<file path="config.mk">
export PLATFORM = sky130hd
export DESIGN_NAME = sdma_req_ctrl
export DESIGN_NICKNAME = d
export VERILOG_FILES = /design/src/rtl/sdma_pkg.sv /design/src/rtl/sdma_regs.sv /design/src/rtl/sdma_byte_ctr.sv /design/src/rtl/sdma_seq.sv /design/src/rtl/sdma_req_ctrl.sv
export SDC_FILE = /design/constraint.sdc
export NUM_CORES = 1
export LEC_CHECK = 0
export BUFFER_PORTS_ARGS = -buffer_cell sky130_fd_sc_hd__buf_2
export CAP_MARGIN = 40
export CORE_ASPECT_RATIO = 0.6
export CORE_MARGIN = 2
export CORE_UTILIZATION = 61
export DETAILED_ROUTE_END_ITERATION = 10
export GPL_TIMING_DRIVEN = 1
export PLACE_DENSITY = 0.84
export SYNTH_ARGS = -nofsm -noshare
export SYNTH_HDL_FRONTEND = slang
export SYNTH_HIERARCHICAL = 1
export SYNTH_SLANG_ARGS = --single-unit
</file>
<file path="constraint.sdc">
create_clock -name clk -period 5.2 [get_ports clk]
set_input_delay 0.26 -clock clk [delete_from_list [all_inputs] [get_ports clk]]
set_output_delay 0.26 -clock clk [all_outputs]
set_load 0.05 [all_outputs]
</file>
<file path="src/rtl/sdma_pkg.sv">
package sdma_pkg;
   typedef enum logic [1:0] {
      ST_IDLE = 2'd0,
      ST_ARM  = 2'd1,
      ST_XFER = 2'd2,
      ST_WAIT = 2'd3
   } sdma_state_e;

   localparam logic [1:0] ADR_CTRL = 2'd0;
   localparam logic [1:0] ADR_IE   = 2'd1;
   localparam logic [1:0] ADR_CLR  = 2'd2;

   localparam int BIT_EN    = 0;
   localparam int BIT_PULSE = 1;
   localparam int CNT_LSB   = 2;
   localparam int BIT_IE_ECC  = 0;
   localparam int BIT_IE_DONE = 1;
   localparam int BIT_CLR     = 0;
endpackage

</file>
<file path="src/rtl/sdma_regs.sv">
module sdma_regs
   import sdma_pkg::*;
#(
   parameter int CNT_W = 8
) (
   input  logic             clk,
   input  logic             rst_n,
   input  logic             wr_en,
   input  logic [1:0]       wr_addr,
   input  logic [CNT_W+1:0] wr_data,
   input  logic             idle,
   input  logic             en_clr,
   input  logic             set_ecc,
   input  logic             set_done,
   output logic             ctrl_wr,
   output logic             start,
   output logic [CNT_W-1:0] wr_cnt,
   output logic             wr_pulse,
   output logic             en_q,
   output logic             cause_ecc,
   output logic             cause_done,
   output logic             irq_n
);
   logic ie_ecc_q, ie_done_q, ie_wr, clr_wr;

   assign ctrl_wr  = wr_en && (wr_addr == ADR_CTRL);
   assign ie_wr    = wr_en && (wr_addr == ADR_IE);
   assign clr_wr   = wr_en && (wr_addr == ADR_CLR) && wr_data[BIT_CLR];
   assign wr_cnt   = wr_data[CNT_LSB +: CNT_W];
   assign wr_pulse = wr_data[BIT_PULSE];
   assign start    = ctrl_wr && idle && wr_data[BIT_EN] && (wr_cnt != '0);

   always_ff @(posedge clk or negedge rst_n) begin
      if (!rst_n) begin
         en_q <= 1'b0;
      end else if (en_clr) begin
         en_q <= 1'b0;
      end else if (ctrl_wr) begin
         en_q <= idle ? start : (en_q && wr_data[BIT_EN]);
      end
   end

   always_ff @(posedge clk or negedge rst_n) begin
      if (!rst_n) begin
         ie_ecc_q  <= 1'b0;
         ie_done_q <= 1'b0;
      end else if (ie_wr) begin
         ie_ecc_q  <= wr_data[BIT_IE_ECC];
         ie_done_q <= wr_data[BIT_IE_DONE];
      end
   end

   always_ff @(posedge clk or negedge rst_n) begin
      if (!rst_n) begin
         cause_ecc  <= 1'b0;
         cause_done <= 1'b0;
      end else begin
         if (set_ecc)     cause_ecc <= 1'b1;
         else if (clr_wr) cause_ecc <= 1'b0;
         if (set_done)    cause_done <= 1'b1;
         else if (clr_wr) cause_done <= 1'b0;
      end
   end

   assign irq_n = !((cause_ecc && ie_ecc_q) || (cause_done && ie_done_q));

   AST_IRQ_HOLD: assert property (@(posedge clk) disable iff (!rst_n) (!irq_n && !wr_en) |=> !irq_n);
   AST_ZERO_CNT: assert property (@(posedge clk) disable iff (!rst_n) (ctrl_wr && idle && wr_cnt == '0) |=> !en_q);
endmodule

</file>
<file path="src/rtl/sdma_byte_ctr.sv">
module sdma_byte_ctr #(
   parameter int SECTOR_BYTES = 512
) (
   input  logic clk,
   input  logic rst_n,
   input  logic clear,
   input  logic count_en,
   output logic last
);
   localparam int  BC_W = (SECTOR_BYTES > 2) ? $clog2(SECTOR_BYTES) : 1;
   localparam bit  POW2 = ((SECTOR_BYTES & (SECTOR_BYTES - 1)) == 0);
   localparam logic [BC_W-1:0] TOP = BC_W'(SECTOR_BYTES - 1);

   logic [BC_W-1:0] cnt_q;

   initial begin : chk_size
      assert (SECTOR_BYTES >= 2) else $fatal(1, "SECTOR_BYTES must be at least 2");
   end

   generate
      if (POW2) begin : g_wrap
         always_ff @(posedge clk or negedge rst_n) begin
            if (!rst_n)        cnt_q <= '0;
            else if (clear)    cnt_q <= '0;
            else if (count_en) cnt_q <= cnt_q + 1'b1;
         end
         assign last = count_en && (&cnt_q);
      end else begin : g_cmp
         always_ff @(posedge clk or negedge rst_n) begin
            if (!rst_n)                             cnt_q <= '0;
            else if (clear || (count_en && cnt_q == TOP)) cnt_q <= '0;
            else if (count_en)                      cnt_q <= cnt_q + 1'b1;
         end
         assign last = count_en && (cnt_q == TOP);
      end
   endgenerate
endmodule

</file>
<file path="src/rtl/sdma_seq.sv">
module sdma_seq
   import sdma_pkg::*;
#(
   parameter int CNT_W = 8
) (
   input  logic             clk,
   input  logic             rst_n,
   input  logic             start,
   input  logic [CNT_W-1:0] wr_cnt,
   input  logic             wr_pulse,
   input  logic             ctrl_wr,
   input  logic             en_q,
   input  logic             rd_strobe,
   input  logic             ecc_valid,
   input  logic             ecc_err,
   input  logic             sector_last,
   output logic             byte_en,
   output logic             en_clr,
   output logic             set_ecc,
   output logic             set_done,
   output logic             busy,
   output logic             dma_req_n
);
   sdma_state_e      st_q, st_d;
   logic [CNT_W-1:0] left_q;
   logic             pulse_q, arm_first_q, stray_q, go_arm, dec;

   assign byte_en = rd_strobe && (st_q == ST_ARM || st_q == ST_XFER);
   assign busy    = (st_q != ST_IDLE);

   always_comb begin
      st_d     = st_q;
      go_arm   = 1'b0;
      dec      = 1'b0;
      en_clr   = 1'b0;
      set_ecc  = 1'b0;
      set_done = 1'b0;
      case (st_q)
         ST_IDLE: if (start) begin
            st_d   = ST_ARM;
            go_arm = 1'b1;
         end
         ST_ARM: begin
            if (!en_q)        st_d = ST_IDLE;
            else if (byte_en) st_d = sector_last ? ST_WAIT : ST_XFER;
         end
         ST_XFER: if (sector_last) st_d = ST_WAIT;
         ST_WAIT: if (ecc_valid) begin
            if (ecc_err) begin
               st_d    = ST_IDLE;
               en_clr  = 1'b1;
               set_ecc = 1'b1;
            end else if (left_q == CNT_W'(1)) begin
               st_d     = ST_IDLE;
               en_clr   = 1'b1;
               set_done = 1'b1;
            end else if (en_q) begin
               st_d   = ST_ARM;
               go_arm = 1'b1;
               dec    = 1'b1;
            end else begin
               st_d = ST_IDLE;
            end
         end
         default: st_d = ST_IDLE;
      endcase
   end

   always_ff @(posedge clk or negedge rst_n) begin
      if (!rst_n) begin
         st_q        <= ST_IDLE;
         left_q      <= '0;
         pulse_q     <= 1'b0;
         arm_first_q <= 1'b0;
         stray_q     <= 1'b0;
      end else begin
         st_q        <= st_d;
         arm_first_q <= go_arm;
         if (start) begin
            left_q  <= wr_cnt;
            pulse_q <= wr_pulse;
         end else if (dec) begin
            left_q <= left_q - 1'b1;
         end
         if (set_done)                              stray_q <= 1'b1;
         else if (pulse_q || rd_strobe || ctrl_wr) stray_q <= 1'b0;
      end
   end

   assign dma_req_n = !(((st_q == ST_ARM) && (!pulse_q || arm_first_q)) || stray_q);

   AST_WAIT_NOREQ: assert property (@(posedge clk) disable iff (!rst_n) (st_q == ST_WAIT) |-> dma_req_n);
   AST_ECC_HALT: assert property (@(posedge clk) disable iff (!rst_n) (st_q == ST_WAIT && ecc_valid && ecc_err) |=> (dma_req_n && !busy));
   AST_PULSE_ONE: assert property (@(posedge clk) disable iff (!rst_n) (pulse_q && !dma_req_n && !ctrl_wr) |=> dma_req_n);
   AST_NEXT_ARM: assert property (@(posedge clk) disable iff (!rst_n) (st_q == ST_WAIT && ecc_valid && !ecc_err && en_q && left_q != CNT_W'(1)) |=> !dma_req_n);
endmodule

</file>
<file path="src/rtl/sdma_req_ctrl.sv">
module sdma_req_ctrl
   import sdma_pkg::*;
#(
   parameter int SECTOR_BYTES = 512,
   parameter int CNT_W        = 8
) (
   input  logic             clk,
   input  logic             rst_n,
   input  logic             wr_en,
   input  logic [1:0]       wr_addr,
   input  logic [CNT_W+1:0] wr_data,
   input  logic             rd_strobe,
   input  logic             ecc_valid,
   input  logic             ecc_err,
   output logic             dma_req_n,
   output logic             irq_n,
   output logic             busy,
   output logic             cause_ecc,
   output logic             cause_done
);
   logic             ctrl_wr, start, wr_pulse, en_q, en_clr, set_ecc, set_done;
   logic             byte_en, sector_last;
   logic [CNT_W-1:0] wr_cnt;

   initial begin : chk_cnt
      assert (CNT_W >= 1 && CNT_W <= 16) else $fatal(1, "CNT_W out of range");
   end

   sdma_regs #(.CNT_W(CNT_W)) u_regs (
      .clk(clk), .rst_n(rst_n), .wr_en(wr_en), .wr_addr(wr_addr), .wr_data(wr_data),
      .idle(!busy), .en_clr(en_clr), .set_ecc(set_ecc), .set_done(set_done),
      .ctrl_wr(ctrl_wr), .start(start), .wr_cnt(wr_cnt), .wr_pulse(wr_pulse),
      .en_q(en_q), .cause_ecc(cause_ecc), .cause_done(cause_done), .irq_n(irq_n)
   );

   sdma_byte_ctr #(.SECTOR_BYTES(SECTOR_BYTES)) u_bytes (
      .clk(clk), .rst_n(rst_n), .clear(start), .count_en(byte_en), .last(sector_last)
   );

   sdma_seq #(.CNT_W(CNT_W)) u_seq (
      .clk(clk), .rst_n(rst_n), .start(start), .wr_cnt(wr_cnt), .wr_pulse(wr_pulse),
      .ctrl_wr(ctrl_wr), .en_q(en_q), .rd_strobe(rd_strobe), .ecc_valid(ecc_valid),
      .ecc_err(ecc_err), .sector_last(sector_last), .byte_en(byte_en), .en_clr(en_clr),
      .set_ecc(set_ecc), .set_done(set_done), .busy(busy), .dma_req_n(dma_req_n)
   );
endmodule

</file>
### Yosys cells after proc, flatten, opt, wreduce, memory -nomap -nowiden

Cells that the tools add are included.

| word-level totals | value |
|---|---|
| register bits after elaboration | 27 |
| bits of input ports | 18 |
| logic and storage cells | 97 |

| cells by class | value |
|---|---|
| $add $sub $neg | 2 |
| eq/ne operators | 10 |
| mux-type cells | 39 |
| reductions and logical operators | 35 |

Operators by type and width:

| operator | number |
|---|---|
| 2-to-1 mux 1 bit | 26 |
| 2-to-1 mux 9 bit | 2 |
| 2-to-1 mux 8 bit | 2 |
| 2-to-1 mux 2 bit | 7 |
| nonzero test 2 bit | 7 |
| logical AND 1 bit | 13 |
| adder 9 x 1 -> 9 bit, second input constant | 1 |
| AND reduction 9 bit | 1 |
| == test 8 x 1 -> 1 bit, second input constant | 1 |
| case mux 2 bit (4 select lines) | 1 |
| nonzero test 8 bit | 1 |
| subtractor 8 x 1 -> 8 bit, second input constant | 1 |
| == test 2 bit, second input constant | 3 |
| logical OR 1 bit | 6 |
| == test 2 x 1 -> 1 bit, second input constant | 2 |
| zero test 1 bit | 4 |
| zero test 2 bit | 2 |
| inequality test 2 bit, second input constant | 2 |
| AND reduction 4 bit | 1 |
| inequality test 3 bit, second input constant | 1 |
| inequality test 2 x 1 -> 1 bit, second input constant | 1 |
| case mux 1 bit (2 select lines) | 1 |

### Depth between registers and ports, before layout

Gate-level depths: netlist (run 1).

| depth | value |
|---|---|
| depth in word-level cells | 8 |
| mapped depth | 10 |
| mapped depth without buffers | 9 |

### Modules after synthesis

The synthesis (run 1) kept the hierarchy.

Modules (own cells, without submodules):

| module | times used | cells an instance | area an instance (sq um) |
|---|---|---|---|
| sdma_seq | 1 | 95 | 884.6 |
| sdma_byte_ctr | 1 | 44 | 454.2 |
| sdma_regs | 1 | 28 | 311.5 |
| sdma_req_ctrl | 1 | 1 | 3.8 |

### Worst setup path after synthesis (run 1)

Ideal clock, no wire load.

| path | value |
|---|---|
| kind | register -> register |
| start | reg u_seq.st_q[0] |
| end | reg u_seq.st_q[0] |
| setup time | 119 ps |
| data arrival time | 2244 ps |
| required time | 5081 ps |
| path slack | 2837 ps |
| cell stages (with the launch flop) | 11 |
| path through | dfrtp_1 inv_1 ha_1 inv_1 inv_1 o2111a_1 buf_2 nor2b_1 a2111oi_2 o311ai_0 o21a_1 |

RTL lines:

| item | line | text |
|---|---|---|
| start, declared | sdma_seq.sv:24 | `sdma_state_e st_q, st_d;` |
| start signal, assigned | sdma_seq.sv:77 | `st_q <= st_d;` |
| nonzero test 2 bit | sdma_seq.sv:29 | `assign busy = (st_q != ST_IDLE);` |
| named net busy | sdma_req_ctrl.sv:17 | `output logic busy,` |
| zero test 1 bit | sdma_req_ctrl.sv:31 | `.idle(!busy), .en_clr(en_clr), .set_ecc(set_ecc), .set_done(set_done),` |
| logical AND 1 bit (3 in a row) | sdma_regs.sv:31 | `assign start = ctrl_wr && idle && wr_data[BIT_EN] && (wr_cnt != '0);` |
| named net start | sdma_req_ctrl.sv:21 | `logic ctrl_wr, start, wr_pulse, en_q, en_clr, set_ecc, set_done;` |
| inequality test 2 bit (no line) | - |  |
| AND reduction 4 bit (no line) | - |  |

The timed path passes the listed nets, and every way through them passes these cells. The select of a mux whose other input is x is not followed.
A chain may end at the register's enable or synchronous reset.

==> results of run 1 <==
## where the power goes
| group | internal [mW] | switching [mW] | total [mW] | leakage [nW] |
|---|---|---|---|---|
| sequential | 0.280 | 0.0910 | 0.371 | 0.348 |
| clock | 0.0550 | 0.0642 | 0.119 | 0.0228 |
| combinational | 0.141 | 0.215 | 0.356 | 0.422 |
## cells in the final DEF (no fill, tap or decap), types with 2 or more instances in the layout
cell	instances
nand2_1	10
nor3b_1	2
a21oi_1	6
nand4_1	5
nand3b_1	2
nand3_1	4
or3_1	3
buf_2	22
and2_1	2
or4_1	3
o311ai_0	2
xnor2_1	4
nor2_1	13
inv_1	7
nand2b_1	2
clkbuf_8	3
mux2_2	5
o211ai_1	2
nor3_1	3
nor2b_1	3
o21ai_0	7
mux2i_1	2
o21a_1	2
a21o_1	2
dfrtp_1	27
ha_1	9
xor2_1	6
nor4_1	3
## cells by family after synthesis
group / count (synthesis) / synth area share, %
mux: 7 / 4.61
compound gates: 30 / 13.2
simple gates: 62 / 21.6
xor+xnor: 10 / 5.29
flops: 27 / 40.8
buf+inv: 23 / 7.72
fa+ha+maj: 9 / 6.81
## worst max path at each step
stage,start,endpoint,slack [ns]
after floorplan,u_seq/st_q[0]$_DFFE_PN0P_,u_seq/st_q[0]$_DFFE_PN0P_,2.84
after global placement,u_seq/st_q[0]$_DFFE_PN0P_,u_seq/st_q[0]$_DFFE_PN0P_,2.52
after detailed placement,u_seq/st_q[0]$_DFFE_PN0P_,flip-flop,2.35
after CTS,u_seq/st_q[0]$_DFFE_PN0P_,flip-flop,2.35
after global routing,u_seq/st_q[0]$_DFFE_PN0P_,u_seq/st_q[0]$_DFFE_PN0P_,2.04
final,u_seq/st_q[0]$_DFFE_PN0P_,flip-flop,2.31
## cell type report
class,count,share of cell area (%)
well taps,32,2.29
multi-input cells,118,48.7
clock buffers,4,2.58
flip-flops and latches,27,38.7
inverters,7,1.50
repair buffers,22,6.30
## metal layers
layer	GRT usage [%]	share of wire (%)	vias to the layer above	routed length (µm)
met2	39.3	46	73	1590
met3	5.24	8.5	10	294
li1	-	-	611	-
met5	0	0	-	0
met4	5.28	1.5	0	52
met1	35.1	44	623	1510
## worst max-delay path, stage by stage, from the launching register on
cell and delay, ns:
dfrtp_1 0.45, inv_1 0.13, ha_1 0.21, inv_1 0.06
inv_1 0.06, o2111a_1 0.80, nor2b_1 0.13, a2111oi_2 0.54
a21oi_1 0.16, a31o_2 0.24
==> metrics.md, run 1 <==
| Metric | Value |
|---|---|
| CTS H-Tree Depth | 1 |
| Cts bufs inserted | 3 |
| Quantity of hold-fixing buffers added after cts | 0 |
| Vias in the first global route | 1273 |
| Kind of start point of the critical path | flip-flop |
| Critical path fanouts, max | 29 |
| Routability cong. | 0.868 |
| Clock tree from TritonCTS | yes |
| Power density cells | 484 nW/µm² |
| Dominant cells by area after synthesis | dfrtp_1 (41%), ha_1 (6.8%), buf_4 (4.5%) |
| Top-level I/O count | 23 |
| Die span in y | 44.3 µm |
| Via-to-Cell Ratio | 6.27 |
| Number of buffers on the longest clock path | 2 |
| Part of the Yosys area used for sequential elements | 40.8% |
| Post-layout minimum cycle time | 2.89 ns |
| Num Clock Sinks | 27 |
| Router iterations before antenna repair | 5 |
| Number of core rows | 14 |
| Async S/R FF share, synth | 100% |
| Final setup violation count | 0 |
| Average instance area after synthesis | 9.85 µm² |
| Status | finished with violations |
| Pwr Total | 0.846 mW |
| All-Layer GR Usage | 24.5% |
| Area Overhead vs Synth | 5.67% |
| Dominant cell type by area after synthesis | dfrtp_1 |
| Pin slew with the least headroom to its limit | 0.912 ns |
| Largest regs | u_bytes/cnt_q x9, u_seq/left_q x8 |
| Final period utilization | 55.6% |
| Design Area, Final | 1750 µm² |
| Detailed Route Iter0 Violations | 118 |
| Total half-perimeter wirelength after legalization and detailed placement | 2600 µm |
| Setup TNS Final | 0 ns |
| Cell area after synthesis | 1650 µm² |
| Data arrival time of the worst path | 3.06 ns |
| CTS Root Buffer Type | clkbuf_8 |
| Maximum ir drop on the vdd rail | 0.297 mV |
| Total cell area at the placement stage | 1700 µm² |
| Global-route wire length before repair | 6010 µm |
| Achievable clock frequency | 346 MHz |
| Pin count of the biggest net entering global routing | 30 |
| Warnings, synthesis | 6 |
| Clock edge transition at the registers on the reported setup and hold paths | 0.09 ns |
| Leakage power summed over all cells | 0.793 nW |
| Slack of the worst reg-to-reg path | 2.31 ns |
| Number of vias in the routed layout | 1317 |
| Gr ovfl total | 0 |
| Max_slew headroom | 39.2% |
| Post-detailed-route wirelength per cell | 16.4 µm |
| Number of antenna diodes | 0 |
| Count of placed standard cells in the final layout, fillers left out | 210 |
| Width of the die | 71.2 µm |
| EDFF count, synth | 0 |
| Critical path type | reg -> reg |
| Number of nets in the synthesized netlist | 195 |
| Post-route worst setup slack | 2.31 ns |
| DRC Markers | 0 |
| Final net count | 206 |
| Register with the most flip-flops | u_bytes/cnt_q |
| Utilization after layout | 68.8% |
| Fraction of layout cells with a size suffix above 1 | 20.2% |
| Flip-flop count of the largest register, all copies and words added | 9 |
| Unrepaired setup endpoints after global routing | false |
| Primary FF master, synth | dfrtp_1 |
| Initial antenna violation count | 0 |
| Element type at the critical path end | flip-flop |
| Place WS | 2.35 ns |
| Clk_skew | 0.00470 ns |
| Total die area | 3160 µm² |
| Starting density of the core | 65.1% |
| FF+latch area | 676 µm² |
| Most instantiated cells after synthesis | dfrtp_1 (27), nor2_1 (13), buf_4 (10), nand2_1 (10), ha_1 (9) |
| Reg2reg path depth | 9 |
| Number of failing hold endpoints at the final stage | 27 |
| Required time worst endpoint | 5.37 ns |
| Clk_lat worst skew | 0.27 ns |
| Number of max-slew violations in the final report | 0 |
| Layout filler cell count | 211 |
| Total of cells resized after clock tree synthesis | 0 |
| Post-placement cell count | 206 |
| Post-CTS setup buffer count | 0 |
| Failing checks | hold timing |
| Count of maximum capacitance violations | 0 |
| Post-route worst hold slack | -0.0156 ns |
| Final ANT Viol Nets | 0 |
| Count of different cell masters after synthesis | 45 |
| Cells after synthesis | 168 |
| Reg-to-reg startpoint | u_seq/st_q[0]$_DFFE_PN0P_ |
| Dominant cell by count in the synthesized netlist | dfrtp_1 |
| Share of the synthesized area in the top cell type | 40.8% |
| Core area | 2540 µm² |
| Multi-input combinational cell area | 851 µm² |
| Detailed-route wire length | 3450 µm |
| Total of buffers placed on input and output ports | 22 |
| Yosys reg bits | 27 |
| Kind of path behind the tightest hold check | in -> async |
No activity file was read; power rests on OpenSTA's default activity.
==> run 2: changes to the inputs <==
- CORE_UTILIZATION: 61 -> 56
- PLACE_DENSITY: 0.84 -> 0.78
- clock period: 5.2 -> 3 ns (I/O delays scaled with it)
==> run 2 against run 1 <==
Against the previous run: the run now ends clean; sequential power up 71%; clock power up 73%; sequential share of layout area down 0.65 points; global-route usage down 3.1 points; core utilization down 6.1 points; via count down 4.1%; worst setup slack worse by 1.8 ns; die area up 8.3%; non-clock buffer count up 2; combinational power up 71%; fmax up 17%; cell count up 5.7%; critical path type unchanged; largest cell class unchanged.
==> metrics.md, run 2 (synthesis results as in run 1) <==
| Metric | Value |
|---|---|
| Max_slew headroom | 58.9% |
| Critical path type | reg -> reg |
| Flip-flop count of the largest register, all copies and words added | 9 |
| Final net count | 208 |
| Total of buffers placed on input and output ports | 22 |
| Number of buffers on the longest clock path | 2 |
| Leakage power summed over all cells | 0.802 nW |
| Data arrival time of the worst path | 2.65 ns |
| Number of core rows | 15 |
| Largest regs | u_bytes/cnt_q x9, u_seq/left_q x8 |
| Cts bufs inserted | 3 |
| Clk_skew | 0.00542 ns |
| Highest-delay cell along the critical path | a2111oi_2 |
| Clock Power Share | 14.2% |
| Status | finished, final reports clean |
| Kind of path behind the tightest hold check | in -> reg |
| Vias in the first global route | 1164 |
| Die span in y | 46.1 µm |
| CTS H-Tree Depth | 1 |
| Power density cells | 815 nW/µm² |
| Area Overhead vs Synth | 7.49% |
| Initial antenna violation count | 0 |
| Core area | 2830 µm² |
| Total cell area at the placement stage | 1720 µm² |
| All-Layer GR Usage | 21.4% |
| Number of antenna diodes | 0 |
| Num Clock Sinks | 27 |
| Via-to-Cell Ratio | 5.69 |
| Clk_lat worst skew | 0.28 ns |
| Kind of start point of the critical path | flip-flop |
| Routability cong. | 0.788 |
| Number of max-slew violations in the final report | 0 |
| Total half-perimeter wirelength after legalization and detailed placement | 2540 µm |
| Detailed-route wire length | 3350 µm |
| Starting density of the core | 58.4% |
| Register with the most flip-flops | u_bytes/cnt_q |
| Number of vias in the routed layout | 1263 |
| Layout filler cell count | 233 |
| Unrepaired setup endpoints after global routing | false |
| Place WS | 0.565 ns |
| Achievable clock frequency | 404 MHz |
| DRC Markers | 0 |
| Total of cells resized after clock tree synthesis | 0 |
| Clock tree from TritonCTS | yes |
| Post-route worst setup slack | 0.523 ns |
| Fraction of layout cells with a size suffix above 1 | 20.6% |
| Detailed Route Iter0 Violations | 68 |
| Router iterations before antenna repair | 4 |
| CP bufs+invs | 2 |
| Ordered list of cells on the worst path | inv_1, ha_1, nand2_1, inv_1, and2_1, nor2b_1, a2111oi_2, a21oi_1, a31o_2 |
| Gr ovfl total | 0 |
| Final setup violation count | 0 |
| Maximum ir drop on the vdd rail | 0.371 mV |
| Post-detailed-route wirelength per cell | 15.1 µm |
| Pwr Total | 1.45 mW |
| Switching power share of the total | 42.9% |
| Post-CTS setup buffer count | 0 |
| Highest cell delay on the worst timing path | 0.47 ns |
| Int Power | 0.827 mW |
| Element type at the critical path end | flip-flop |
| Final period utilization | 82.6% |
| Required time worst endpoint | 3.17 ns |
| Commonest cells after routing, fill and taps aside | dfrtp_1 (27), buf_2 (22), nor2_1 (13) |
| Design Area, Final | 1780 µm² |
| Global-route wire length before repair | 5310 µm |
| Multi-input combinational cell area | 851 µm² |
| Pin slew with the least headroom to its limit | 0.616 ns |
| Pin count of the biggest net entering global routing | 29 |
| CTS Root Buffer Type | clkbuf_8 |
| Crit-path leading delay family | compound AO/OA/AOI/OAI gates |
| Top-level I/O count | 23 |
| Post-layout minimum cycle time | 2.48 ns |
| Cell with the most instances on the worst path | inv_1 |
| NetSw | 0.621 mW |
| Width of the die | 74.2 µm |
| Setup TNS Final | 0 ns |
| Clock edge transition at the registers on the reported setup and hold paths | 0.09 ns |
| Most frequent standard cell in the layout excluding fill and tap cells | dfrtp_1 |
| Number of failing hold endpoints at the final stage | 0 |
| Sequential cell fraction of total power | 43.8% |
| FF+latch area | 676 µm² |
| Critical path fanouts, max | 8 |
| Combinational share of power | 42.0% |
| Total die area | 3420 µm² |
| Count of maximum capacitance violations | 0 |
| Final ANT Viol Nets | 0 |
==> run 2: cell count changes in the layout (fill, tap and decap cells not counted), sizes merged <==
cell,delta
buf,+1
dlygate4sd3,+1
==> run 2: routing by layer <==
metal | global-route usage, % | routed length (µm) | part of all wire (%)
met2 | 35.9 | 1540 | 46
met1 | 27.4 | 1590 | 47
met3 | 5.25 | 189 | 5.6
met5 | 0 | 0 | 0
met4 | 7.64 | 36 | 1.1
==> run 2: through the flow <==
stage	utilization (%)	instances	hold slack [ns]
2_1_floorplan	-	168	-0.146
3_3_place_gp	60.8	217	0.179
3_5_place_dp	60.8	217	0.198
4_1_cts	62.7	222	0.0874
5_1_grt	62.7	222	0.0939
6_report	62.7	222	0.0945
==> run 2: layout make-up <==
class / instances / area share [%]
Timing Repair Buffer: 24 / 7.18
Sequential cell: 27 / 38.0
Tap cell: 42 / 2.96
Inverter: 7 / 1.48
Multi-Input combinational cell: 118 / 47.9
Clock buffer: 4 / 2.53
==> run 2: worst reg2reg max path, stage by stage, from the launching register on <==
cell       delay [ns]
dfrtp_1          0.44
inv_1            0.12
ha_1             0.33
nand2_1          0.10
inv_1            0.27
and2_1           0.20
nor2b_1          0.07
a2111oi_2        0.47
a21oi_1          0.15
a31o_2           0.23
==> run 2: timing repair <==
item                                    4_1_cts  5_1_grt
endpoints found under the setup margin        0        0
hold buffers                                  1        0
hold endpoints to repair                     27        0
==> run 2: final timing paths <==
| kind | startpoint | to | slack (ns) | cells past startpoint |
|---|---|---|---|---|
| max in group asynchronous | rst_n | u_seq/left_q[7]$_DFFE_PN0P_ | 2.18 | 2 |
| min in group asynchronous | rst_n | u_seq/st_q[0]$_DFFE_PN0P_ | 0.41 | 2 |
| setup reg to reg | u_seq/st_q[0]$_DFFE_PN0P_ | flip-flop | 0.52 | 9 |
| hold reg to reg | u_regs/ie_done_q$_DFFE_PN0P_ | u_regs/ie_done_q$_DFFE_PN0P_ | 0.52 | 1 |
| setup / recovery | u_seq/st_q[0]$_DFFE_PN0P_ | flip-flop | 0.52 | 9 |
| hold / removal | wr_data[4] | u_seq/left_q[2]$_DFFE_PN0P_ | 0.09 | 3 |
==> run 2: power groups by stage <==
stage                     combinational (mW)  clock [mW]  sequential (mW)
after CTS                              0.607       0.214            0.632
after global routing                   0.666       0.228            0.650
final                                  0.608       0.206            0.634
after detailed placement               0.604           0            0.637
after global placement                 0.568           0            0.630
after floorplan                        0.478           0            0.623
==> run 3: changes to the inputs <==
- CORE_UTILIZATION: 56 -> 51
- PLACE_DENSITY: 0.78 -> 0.75
- clock period: 3 -> 2.1 ns (I/O delays scaled with it)
==> run 3 against run 2 <==
Against the previous run: design area up 3.4%; highest routed layer unchanged; flip-flop and latch count unchanged; die area up 9.1%; total power up 53%; routed wire length up 5.4%; largest cell class unchanged; critical path depth unchanged; via count up 1.2%; combinational power up 68%; core utilization down 1.1 points.
==> metrics.md, run 3 (synthesis results as in run 1) <==
| Metric | Value |
|---|---|
| Area Overhead vs Synth | 11.2% |
| Utilization after layout | 61.6% |
| Detailed Route Iter0 Violations | 57 |
| Initial antenna violation count | 0 |
| Power density cells | 1200 nW/µm² |
| Core area | 2980 µm² |
| Pin slew with the least headroom to its limit | 0.601 ns |
| Post-layout minimum cycle time | 1.96 ns |
| Gr ovfl total | 0 |
| Switching power share of the total | 42.6% |
| Number of antenna diodes | 0 |
| Pin count of the biggest net entering global routing | 29 |
| Critical path type | reg -> reg |
| Leakage power summed over all cells | 0.817 nW |
| Total half-perimeter wirelength after legalization and detailed placement | 2730 µm |
| Clock edge transition at the registers on the reported setup and hold paths | 0.09 ns |
| Count of maximum capacitance violations | 0 |
| Die span in y | 48.1 µm |
| CTS Root Buffer Type | clkbuf_8 |
| Post-CTS setup buffer count | 0 |
| Global-route met2 utilization | 37.6% |
| Most frequent standard cell in the layout excluding fill and tap cells | dfrtp_1 |
| Met1 track demand over resource | 27.0% |
| Element type at the critical path end | flip-flop |
| Vias in the first global route | 1266 |
| Register with the most flip-flops | u_bytes/cnt_q |
| Router iterations before antenna repair | 4 |
| Clk_lat worst skew | 0.27 ns |
| Post-placement cell count | 221 |
| Kind of start point of the critical path | flip-flop |
| Final net count | 212 |
| Clock Power Share | 13.0% |
| Number of core rows | 15 |
| Largest regs | u_bytes/cnt_q x9, u_seq/left_q x8 |
| Via-to-Cell Ratio | 5.65 |
| Kind of path behind the tightest hold check | in -> reg |
| Required time worst endpoint | 2.26 ns |
| Achievable clock frequency | 511 MHz |
| Routability cong. | 0.867 |
| Fraction of layout cells with a size suffix above 1 | 25.5% |
| Global-route wire length before repair | 5870 µm |
| Number of failing hold endpoints at the final stage | 0 |
| Clock tree from TritonCTS | yes |
| Cts bufs inserted | 3 |
| Number of max-slew violations in the final report | 0 |
| Post-detailed-route wirelength per cell | 15.6 µm |
| Sequential cell fraction of total power | 40.6% |
| First element of the critical path | u_bytes/cnt_q[1]$_DFFE_PN0P_ |
| Data arrival time of the worst path | 2.12 ns |
| Count of placed standard cells in the final layout, fillers left out | 226 |
| Unrepaired setup endpoints after global routing | false |
| Flip-flop count of the largest register, all copies and words added | 9 |
| Met3 Track Usage GR | 4.44% |
| Post-route worst hold slack | 0.0658 ns |
| Detailed-route wire length | 3530 µm |
| Clk_skew | 0.00550 ns |
| Status | finished, final reports clean |
| Critical path fanouts, max | 4 |
| Starting density of the core | 55.4% |
| Final period utilization | 93.1% |
| Final ANT Viol Nets | 0 |
| All-Layer GR Usage | 20.8% |
| Width of the die | 77.5 µm |
| NetSw | 0.940 mW |
| Reg-to-reg startpoint | u_bytes/cnt_q[1]$_DFFE_PN0P_ |
| Combinational share of power | 46.4% |
| Peak-usage layer in the global routing report | met2 |
| Number of buffers on the longest clock path | 2 |
| Number of vias in the routed layout | 1278 |
| Int Power | 1.27 mW |
| Maximum ir drop on the vdd rail | 0.620 mV |
| Total die area | 3730 µm² |
| CTS H-Tree Depth | 1 |
| Max_slew headroom | 59.9% |
| DRC Markers | 0 |
| Slack of the worst reg-to-reg path | 0.14 ns |
| Reg2reg path depth | 9 |
| Final setup violation count | 0 |
| Num Clock Sinks | 27 |
| Total of buffers placed on input and output ports | 22 |
| Commonest cells after routing, fill and taps aside | dfrtp_1 (27), buf_2 (22), nor2_1 (13) |
| Top-level I/O count | 23 |
-- run 3: cell types whose count changed in the layout (fill, tap and decap cells not counted), sizes merged --
cell / before / now
buf: 23 / 27
clkinvlp: 0 / 1
inv: 7 / 6
-- run 3: layout make-up --
type,instances,area [µm²]
fillers,261,1140
multi-input cells,118,878
flip-flops and latches,27,676
repair buffers,28,158
well taps,42,52.6
clock buffers,4,45.0
inverters,7,30.0
-- run 3: power groups by stage --
stage                     clock network (mW)  logic (mW)  registers (mW)
final                                  0.286        1.02           0.898
after global placement                     0       0.935           0.883
after detailed placement                   0       0.985           0.902
after global routing                   0.324        1.12           0.922
after CTS                              0.298        1.00           0.893
after floorplan                            0       0.719           0.893
-- run 3: layer usage --
metal	vias up	routed length (µm)	share of wire, %
met4	0	23	0.65
met3	4	148	4.2
li1	624	-	-
met2	37	1700	48
met5	-	0	0
met1	613	1660	47
-- run 3: worst max-delay path: stages (launching register included) --
cell       delay, ns
dfrtp_1         0.43
ha_2            0.23
nand3_1         0.08
nor2_1          0.10
ha_1            0.15
and2_1          0.14
nor2b_1         0.07
a2111oi_4       0.32
a21oi_1         0.10
a31o_2          0.23
-- run 3: per-stage QoR --
stage	power (mW)	setup WS (ns)	TNS [ns]	cell area [µm²]
2_1_floorplan	1.61	-0.0753	-0.110	1680
5_1_grt	2.36	0.00778	0	1840
6_report	2.21	0.144	0	1840
3_5_place_dp	1.89	0.0968	0	1770
3_3_place_gp	1.82	0.174	0	1770
4_1_cts	2.19	0.0661	0	1820
-- run 3: what timing repair did --
item / in CTS / in global routing
gates resized for setup: 0 / 2
hold buffers: 1 / 0
endpoints found under the hold margin: 27 / 0
endpoints found under the setup margin: 0 / 2
-- run 3: worst min path at each step --
stage                          start                      endpoint  slack (ns)  cells past startpoint
after floorplan                rst_n  u_bytes/cnt_q[0]$_DFFE_PN0P_       -0.19                      0
after global placement         rst_n     u_seq/pulse_q$_DFFE_PN0P_        0.14                      1
after detailed placement       rst_n     u_seq/pulse_q$_DFFE_PN0P_        0.14                      1
after CTS                 wr_data[4]   u_seq/left_q[2]$_DFFE_PN0P_        0.06                      3
after global routing      wr_data[4]   u_seq/left_q[2]$_DFFE_PN0P_        0.07                      3
final                     wr_data[4]   u_seq/left_q[2]$_DFFE_PN0P_        0.07                      3
